## src/rtl/pi_clamp_pkg.sv

```systemverilog
package pi_clamp_pkg;

  typedef struct packed {
    logic loadErr;
    logic updInt;
    logic latchOut;
  } piStrobes_t;

endpackage

```

## src/rtl/pi_clamp_ctrl.sv

```systemverilog
module pi_clamp_ctrl
  import pi_clamp_pkg::*;
(
  input  logic       clk,
  input  logic       rst,
  input  logic       start,
  output piStrobes_t strobes,
  output logic       done
);

  typedef enum logic [1:0] {S_IDLE, S_INT, S_OUT} state_t;

  state_t state;

  always_comb begin
    strobes.loadErr  = start && (state == S_IDLE);
    strobes.updInt   = (state == S_INT);
    strobes.latchOut = (state == S_OUT);
  end

  always_ff @(posedge clk) begin
    if (rst) begin
      state <= S_IDLE;
      done  <= 1'b0;
    end else begin
      done <= strobes.latchOut;
      unique case (state)
        S_IDLE:  if (start) state <= S_INT;
        S_INT:   state <= S_OUT;
        S_OUT:   state <= S_IDLE;
        default: state <= S_IDLE;
      endcase
    end
  end

  // only one step phase at a time
  p_strobe_onehot_r8: assert property (@(posedge clk) disable iff (rst)
    $onehot0({strobes.loadErr, strobes.updInt, strobes.latchOut}));

  // done is a single-cycle pulse
  p_done_pulse_r8: assert property (@(posedge clk) disable iff (rst)
    done |=> !done);

  // a load is always followed by the integrator update
  p_load_then_int_r8: assert property (@(posedge clk) disable iff (rst)
    strobes.loadErr |=> strobes.updInt);

endmodule

```

## src/rtl/pi_clamp_datapath.sv

```systemverilog
module pi_clamp_datapath
  import pi_clamp_pkg::*;
#(
  parameter int DATA_W    = 10,
  parameter int COEF_W    = 16,
  parameter int ACC_W     = 40,
  parameter int ERR_SHIFT = 5,
  parameter int FRAC      = 15,
  parameter int PER_W     = 16
) (
  input  logic              clk,
  input  logic              rst,
  input  piStrobes_t        strobes,
  input  logic [DATA_W-1:0] refIn,
  input  logic [DATA_W-1:0] fbIn,
  input  logic [COEF_W-1:0] kpIn,
  input  logic [COEF_W-1:0] kiIn,
  input  logic [COEF_W-1:0] clampMax,
  input  logic [PER_W-1:0]  period,
  output logic [COEF_W-1:0] result,
  output logic [PER_W-1:0]  duty
);

  localparam int ERR_W  = DATA_W + 1 + ERR_SHIFT;
  localparam int PROD_W = COEF_W + ERR_W;
  localparam int OUT_W  = COEF_W;
  localparam int DUTY_W = OUT_W + PER_W;
  localparam logic signed [ACC_W-1:0] ACC_MAX = {1'b0, {(ACC_W-1){1'b1}}};
  localparam logic signed [ACC_W-1:0] ACC_MIN = {1'b1, {(ACC_W-1){1'b0}}};
  localparam logic [OUT_W-1:0] OUT_MAX = {1'b0, {(OUT_W-1){1'b1}}};
  localparam logic signed [ACC_W:0] HALF_LSB = (ACC_W+1)'(1) <<< (FRAC-1);

  logic signed [ERR_W-1:0]  errReg;
  logic signed [COEF_W-1:0] kpReg, kiReg;
  logic [OUT_W-1:0]         clampReg;
  logic [PER_W-1:0]         periodReg;
  logic signed [ACC_W-1:0]  sumReg, totReg;

  logic signed [DATA_W:0]   diff;
  logic signed [PROD_W-1:0] kiProd, kpProd;
  logic signed [ACC_W-1:0]  sumNext, totNext;
  logic signed [ACC_W:0]    rounded, shifted;
  logic [OUT_W-1:0]         clipVal;
  logic [DUTY_W-1:0]        dutyFull;

  function automatic logic signed [ACC_W-1:0] satAcc(input logic signed [ACC_W:0] v);
    if (v[ACC_W] != v[ACC_W-1]) return v[ACC_W] ? ACC_MIN : ACC_MAX;
    return v[ACC_W-1:0];
  endfunction

  always_comb begin
    diff    = $signed({1'b0, refIn}) - $signed({1'b0, fbIn});
    kiProd  = kiReg * errReg;
    kpProd  = kpReg * errReg;
    sumNext = satAcc((ACC_W+1)'(sumReg) + (ACC_W+1)'(kiProd));
    totNext = satAcc((ACC_W+1)'(sumNext) + (ACC_W+1)'(kpProd));
    rounded = (ACC_W+1)'(totReg) + HALF_LSB;
    shifted = rounded >>> FRAC;
    if (shifted[ACC_W])
      clipVal = '0;
    else if (|shifted[ACC_W-1:OUT_W-1])
      clipVal = OUT_MAX;
    else
      clipVal = shifted[OUT_W-1:0];
    if (clipVal > clampReg) clipVal = clampReg;
    dutyFull = DUTY_W'(clipVal) * DUTY_W'(periodReg);
  end

  always_ff @(posedge clk) begin
    if (rst) begin
      errReg    <= '0;
      kpReg     <= '0;
      kiReg     <= '0;
      clampReg  <= '0;
      periodReg <= '0;
      sumReg    <= '0;
      totReg    <= '0;
      result    <= '0;
      duty      <= '0;
    end else begin
      if (strobes.loadErr) begin
        errReg    <= {diff, {ERR_SHIFT{1'b0}}};
        kpReg     <= $signed(kpIn);
        kiReg     <= $signed(kiIn);
        clampReg  <= clampMax;
        periodReg <= period;
      end
      if (strobes.updInt) begin
        sumReg <= sumNext;
        totReg <= totNext;
      end
      if (strobes.latchOut) begin
        result <= clipVal;
        duty   <= PER_W'(dutyFull >> FRAC);
      end
    end
  end

  // a saturating sum never moves against the sign of the integral product
  p_sum_direction_r3: assert property (@(posedge clk) disable iff (rst)
    strobes.updInt |=> ($past(kiProd) >= 0) ? (sumReg >= $past(sumReg))
                                            : (sumReg <= $past(sumReg)));

  // the published result is never negative
  p_result_nonneg_r5: assert property (@(posedge clk) disable iff (rst)
    !result[OUT_W-1]);

  // the published result respects the ceiling captured for its step
  p_clamp_r6: assert property (@(posedge clk) disable iff (rst)
    strobes.latchOut |=> result <= $past(clampReg));

  // the duty never exceeds the period captured for its step
  p_duty_bound_r7: assert property (@(posedge clk) disable iff (rst)
    strobes.latchOut |=> duty <= $past(periodReg));

  // reset clears the integrator and the outputs
  p_reset_clear_r9: assert property (@(posedge clk)
    rst |=> (sumReg == '0) && (result == '0) && (duty == '0));

endmodule

```

## src/rtl/pi_clamp_comp.sv

```systemverilog
module pi_clamp_comp
  import pi_clamp_pkg::*;
#(
  parameter int DATA_W    = 10,
  parameter int COEF_W    = 16,
  parameter int ACC_W     = 40,
  parameter int ERR_SHIFT = 5,
  parameter int FRAC      = 15,
  parameter int PER_W     = 16
) (
  input  logic              clk,
  input  logic              rst,
  input  logic              start,
  input  logic [DATA_W-1:0] refIn,
  input  logic [DATA_W-1:0] fbIn,
  input  logic [COEF_W-1:0] kpIn,
  input  logic [COEF_W-1:0] kiIn,
  input  logic [COEF_W-1:0] clampMax,
  input  logic [PER_W-1:0]  period,
  output logic [COEF_W-1:0] result,
  output logic [PER_W-1:0]  duty,
  output logic              done
);

  piStrobes_t strobes;

  pi_clamp_ctrl u_ctrl (
    .clk     (clk),
    .rst     (rst),
    .start   (start),
    .strobes (strobes),
    .done    (done)
  );

  pi_clamp_datapath #(
    .DATA_W    (DATA_W),
    .COEF_W    (COEF_W),
    .ACC_W     (ACC_W),
    .ERR_SHIFT (ERR_SHIFT),
    .FRAC      (FRAC),
    .PER_W     (PER_W)
  ) u_dp (
    .clk      (clk),
    .rst      (rst),
    .strobes  (strobes),
    .refIn    (refIn),
    .fbIn     (fbIn),
    .kpIn     (kpIn),
    .kiIn     (kiIn),
    .clampMax (clampMax),
    .period   (period),
    .result   (result),
    .duty     (duty)
  );

endmodule

```

## config.mk

```make
export PLATFORM = sky130hd
export DESIGN_NAME = pi_clamp_comp
export DESIGN_NICKNAME = d
export VERILOG_FILES = /design/src/rtl/pi_clamp_pkg.sv /design/src/rtl/pi_clamp_ctrl.sv /design/src/rtl/pi_clamp_datapath.sv /design/src/rtl/pi_clamp_comp.sv
export SDC_FILE = /design/constraint.sdc
export NUM_CORES = 2
export LEC_CHECK = 0
export BUFFER_PORTS_ARGS = -buffer_cell sky130_fd_sc_hd__buf_2
export CELL_PAD_IN_SITES_DETAIL_PLACEMENT = 0
export CELL_PAD_IN_SITES_GLOBAL_PLACEMENT = 1
export CORE_AREA = 2 2 175 349
export DETAILED_ROUTE_END_ITERATION = 10
export DIE_AREA = 0 0 177 351
export PLACE_DENSITY_LB_ADDON = 0.1
export SLEW_MARGIN = 40
export SYNTH_ARGS = -nofsm -noshare
export SYNTH_HDL_FRONTEND = slang
export SYNTH_SLANG_ARGS = --single-unit
```

## constraint.sdc

```tcl
create_clock -name clk -period 19.7 [get_ports clk]
set_input_delay 2.955 -clock clk [delete_from_list [all_inputs] [get_ports clk]]
set_output_delay 2.955 -clock clk [all_outputs]
set_load 0.01 [all_outputs]
```

Yosys cells after proc, flatten, opt, wreduce, memory -nomap -nowiden
Cells that the tools add are included.
- memories kept: 0
- latch bits: 0
- register bits: 190
- logic and storage cells: 40
- bits in read-only memories: 0
- memory bits (writable): 0
- input bits: 87
- add/sub/neg operators: 4
- multiply operators: 3
- shift-type cells: 0
- multiplexer cells: 13
- bitwise gates (word level): 0
- div/mod/pow operators: 0
- $lt $le $gt $ge: 1
- reduce and logical (&&, ||, !) cells: 3
- equal/unequal tests: 5
- operators with widths (cell ; count):
    $mux W40 ; 6
    $add A40 B32 Y41 ; 2
    $mul A16 B11 Y27 ; 2
    $mux W16 ; 3
    $add A40 B16 Y41 const B ; 1
    $mul A16 B16 Y31 ; 1
    $gt A16 B16 Y1 ; 1
    $reduce_or A11 Y1 ; 1
    $sub A10 B10 Y11 ; 1
    $pmux W2 S2 ; 1
    $eq A2 B1 Y1 const B ; 1
    $eq A2 B2 Y1 const B ; 1
    $logic_not A2 Y1 ; 1
    $mux W1 ; 2
    $mux W2 ; 1
    $ne A1 B1 Y1 ; 2
    $ne A2 B2 Y1 const B ; 1
    $logic_and A1 B1 Y1 ; 1

Longest topological paths before layout
- depth in word-level cells: 9
- gate-level depth with buffers: 55
- depth with buffers taken out: 48

Hierarchy
A second synthesis with hierarchy kept.
- cell total of the unflattened synthesis: 3711
- area, all modules: 31834.3 um2
- modules (own cells, without submodules) (module ; times used ; cells an instance ; seq. area each (um2) ; area each (um2)):
    pi_clamp_datapath ; 1 ; 3702 ; 3363.2 ; 31719.2
    pi_clamp_ctrl ; 1 ; 9 ; 60.1 ; 115.1

Worst setup path before layout
Ideal clock, no wire load.
- path type: flip-flop to flip-flop
- start: register u_dp.errReg[15]
- end: register u_dp.totReg[38]
- path buffers: 5
- path slack: 8.686 ns
- cell stages (with the launch flop): 48
- library setup time: 0.119 ns
- data arrival time: 10.896 ns
- cell sequence: dfxtp_1 -> clkbuf_1 -> inv_1 -> buf_1 -> nor2_1 -> fa_1 -> fa_1 -> fa_1 -> fa_1 -> inv_1 -> fa_1 -> inv_1 -> ha_1 -> and3_1 -> a211o_1 -> nand3_1 -> a311oi_1 -> o21a_1 -> [12 not listed] -> ha_1 -> clkbuf_1 -> nand2b_1 -> clkbuf_1 -> clkbuf_1 -> nand2_1 -> ha_1 -> and3_1 -> a22o_1 -> o21ai_0 -> nor4b_1 -> a31oi_2 -> a41oi_2 -> o311ai_1 -> a2111oi_0 -> or3_1 -> o21ai_0 -> o221a_2
- cells in the longest elaborated chain, start to end: 9
- elaborated cells on any way between the ends: 14
- classes of those cells: add/sub: 2; mul: 2; eq/ne: 2; mux: 8
- RTL lines (item ; line ; RTL):
    start: declaration ; pi_clamp_datapath.sv:33 ; logic signed [ERR_W-1:0] errReg;
    start signal: assignment ; pi_clamp_datapath.sv:82 ; errReg <= {diff, {ERR_SHIFT{1'b0}}};
    $mul A16 B11 Y27 * ; pi_clamp_datapath.sv:53 ; kiProd = kiReg * errReg;
    $add A40 B32 Y41 * ; pi_clamp_datapath.sv:55 ; sumNext = satAcc((ACC_W+1)'(sumReg) + (ACC_W+1)'(kiProd));
    $mux W40 or $ne A1 B1 Y1 (tied branches) ; pi_clamp_datapath.sv:47 ; if (v[ACC_W] != v[ACC_W-1]) return v[ACC_W] ? ACC_MIN : ACC_MAX;
    $mux W40 or $mux W1 (tied branches) ; pi_clamp_datapath.sv:47 ;
    $mux W40 * ; pi_clamp_datapath.sv:48 ; return v[ACC_W-1:0];
    net u_dp.sumNext[11] ; pi_clamp_datapath.sv:41 ; logic signed [ACC_W-1:0] sumNext, totNext;
    $add A40 B32 Y41 * ; pi_clamp_datapath.sv:56 ; totNext = satAcc((ACC_W+1)'(sumNext) + (ACC_W+1)'(kpProd));
    $mux W40 or $ne A1 B1 Y1 (tied branches) ; pi_clamp_datapath.sv:47 ;
    $mux W40 or $mux W1 (tied branches) ; pi_clamp_datapath.sv:47 ;
    $mux W40 * ; pi_clamp_datapath.sv:48 ;
    end signal: assignment ; pi_clamp_datapath.sv:90 ; totReg <= totNext;
    end: declaration ; pi_clamp_datapath.sv:37 ; logic signed [ACC_W-1:0] sumReg, totReg;
The timed path passes the listed nets; every way through them passes the cells marked *. The select of a mux whose other input is x is not followed.
A chain may end at the register's enable or synchronous reset.

Worst setup path in the final report
- start: register u_dp.errReg[7]
- end: register u_dp.totReg[32]
The elaborated chain is that of the path after synthesis.

==> reports/metrics.cfg <==
[pwr]
ir_drop_uv = 106
power.density_nw_per_um2 = 93.9
p_leak_uw = 0.0161

[setup_path]
end_kind = flip-flop
crit_top_cell = ha_1
cp_data_required_time_ns = 20.05
reg2reg_setup_slack_ns = 7.04
worst-setup-path-type = reg -> reg
crit_path_start_kind = flip-flop
max_stage_delay_ns = 0.71
r2r_end = u_dp.totReg[32]
worstPathArrival_ns = 13.01
cp_slowest_cell = nor3_1
rr_startpoint = u_dp.errReg[7]
path_max_fanout = 33
r2r_cells = 45

[clock_tree]
insertion_delay_ns = 0.50
hold_buffers = 0
clkTransAtPathRegs_ns = 0.08
cts_root_buffer = clkbuf_16
cts-resized-gates = 0
cts_made_buffers = 17
cts_setup_buffers = 0
clockBufferDepth = 2
clock_sinks = 171
cts_tree = done
htree_num_levels = 4

[run]
cap_violations = 0

[synthesis]
synth_ff_type = dfxtp_1
synth_enable_flop_cells = 0
synth_compound_area_frac = 0.117
synthAdderAreaFrac = 0.451
syn_avg_cell_area_um2 = 8.26
synth_top_family_by_area = adder cells
synth_top_cells_by_count = 656 x inv_1, 596 x nand2_1, 518 x fa_1, 309 x ha_1, 240 x a21oi_1
synth_top_area_cell = fa_1
synthCells = 3853
synthMuxAreaShare = 0.000314
synthArstFlopShare = 0
synth_nets = 4767
yosys_register_bits = 171
synth_xor_area_frac = 0.0368
yosysMostFrequentCell = inv_1
synth_top_area_share = 0.326
netlist_area_um2 = 31800
ys_warn_count = 0
yosys.area_share.simple = 0.187
synth.area.top_cells = fa_1 33%, ha_1 12%, dfxtp_1 11%, inv_1 7.7%, nand2_1 7.0%
ys_types = 85
ys_seq_area_frac = 0.108

[sta]
worst_pin_slew_ns = 0.895
finalHoldViolCount = 0
slew_viol_final = 0
fin_crit_sh = 0.642
slew_headroom = 0.403
skew_ns = 0.0131
rsz0062_at_grt = no
tns_ns = 0
min_period_ns = 12.66
setup_viol = 0
fmax_ghz = 0.0790

[die]
fp.dieW_um = 177
die_h_um = 351
initial_core_util = 0.534
dieArea_um2 = 62100
core_area_um2 = 59600
rows = 127
pin_count = 120

[min_path]
hp-class = reg -> reg
min_path_cells = 2
worstHoldStart = u_dp.duty[10]
worstHoldEndpoint = u_dp.duty[10]

[route]
drc = 0
dr.pass1.iters = 6
vias = 25400
drt-initial-drc-count = 1477
wire_per_inst_um = 17.9
drt-vias-per-instance = 5.49
ant_nets = 0
totalWireLength_um = 83000

[global_routing]
grt_max_degree = 86
grt_overflow = 0
track_usage = 0.284
antenna_found_initial = 1
grt_pass1_vias = 26400
grt_first_pass_wirelength_um = 138000

[placed_design]
gp_congestion = 0.850
io_buffers = 119
dp.final_hpwl_um = 63800

[cells_and_area]
drive_above_1_share = 0.0656
layout.nets = 4760
n_antenna_cell = 0
utilization = 0.566
area_delta_synth_final_pct = 5.95

[run_status]
status = finished, final reports clean

-- layer usage --
layer	vias up	GRT usage	wire, um
met5	-	0	11
met4	2	0.107	2680
met3	89	0.0249	3230
met2	525	0.473	39800
met1	12700	0.386	37300
li1	12100	-	-
-- where the power goes --
part	total [uW]	internal, uW	switching [uW]	leakage, uW
Combinational	2340	897	1450	0.0143
Sequential	442	383	59.2	0.00140
Clock	382	195	188	0.000308
-- worst max-delay path by stage --
stage,startpoint,end,slack [ns],cells after the start
floorplan,u_dp.errReg[15],u_dp.totReg[38],8.69,47
global placement,u_dp.errReg[7],u_dp.totReg[32],7.36,46
global route,u_dp.errReg[7],u_dp.totReg[32],6.16,45
CTS,u_dp.errReg[7],u_dp.totReg[36],7.13,46
finish,u_dp.errReg[7],u_dp.totReg[32],7.04,45
detailed placement,u_dp.errReg[7],u_dp.totReg[36],7.19,46
-- critical path: cells and delay by family, from the launching register on --
family                   cells  cell delay (ns)
flip-flops                   1             0.31
XOR/XNOR                     2             0.76
AO/OA/AOI/OAI               17             3.79
adder cells (fa/ha/maj)      9             3.62
buffers and inverters        5             0.87
AND/OR/NAND/NOR             12             3.09
-- placed cells by master, fill, tap and decap left out, types with 47 or more instances in the layout --
cell type,n
a21o_1,49
a21oi_1,239
and2_1,226
buf_2,118
dfxtp_1,167
fa_1,518
ha_1,309
inv_1,655
nand2_1,595
nand3_1,47
nor2_1,174
nor3_1,61
o21ai_0,106
xnor2_1,92
-- metrics by stage --
step	area, um2	instances	hold WS [ns]	power (uW)	worst slack [ns]
after floorplan	31800	3853	0.436	2160	8.69
after global placement	33000	4599	0.439	2740	7.36
after detailed placement	33100	4601	0.444	2770	7.19
after CTS	33700	4633	0.460	3170	7.13
after global routing	33700	4633	0.473	3490	6.16
final	33700	4633	0.459	3170	7.04
-- kinds of logic (layout without fill, tap and decap cells) --
group | count (synthesis) | count (layout)
other | 1 | 1
xor gates and xnor gates | 133 | 133
DFF | 171 | 171
AOI/OAI and AO/OA | 599 | 599
muxes | 1 | 1
adders and majority gates | 838 | 838
buffers and inverters | 842 | 848
and+or+nand+nor | 1268 | 1268
-- sequential cells by signal (all words and copies together) (netlist names) --
signal and flops:
u_dp.periodReg 16, u_dp.duty 16, u_dp.kiReg 16, u_ctrl.state 2, u_dp.clampReg 16, u_dp.result 16
u_dp.kpReg 16, u_ctrl.done 1, u_dp.errReg 11, u_dp.totReg 26, u_dp.sumReg 35
-- layout make-up --
cell class	count	area (um2)
Sequential cell	171	3430
Fill cell	5697	25900
Clock inverter	15	198
Timing Repair Buffer	160	946
Tap cell	774	968
Inverter	656	2460
Multi-Input combinational cell	2840	25300
Clock buffer	17	425
No activity file was read; power rests on OpenSTA's default activity.
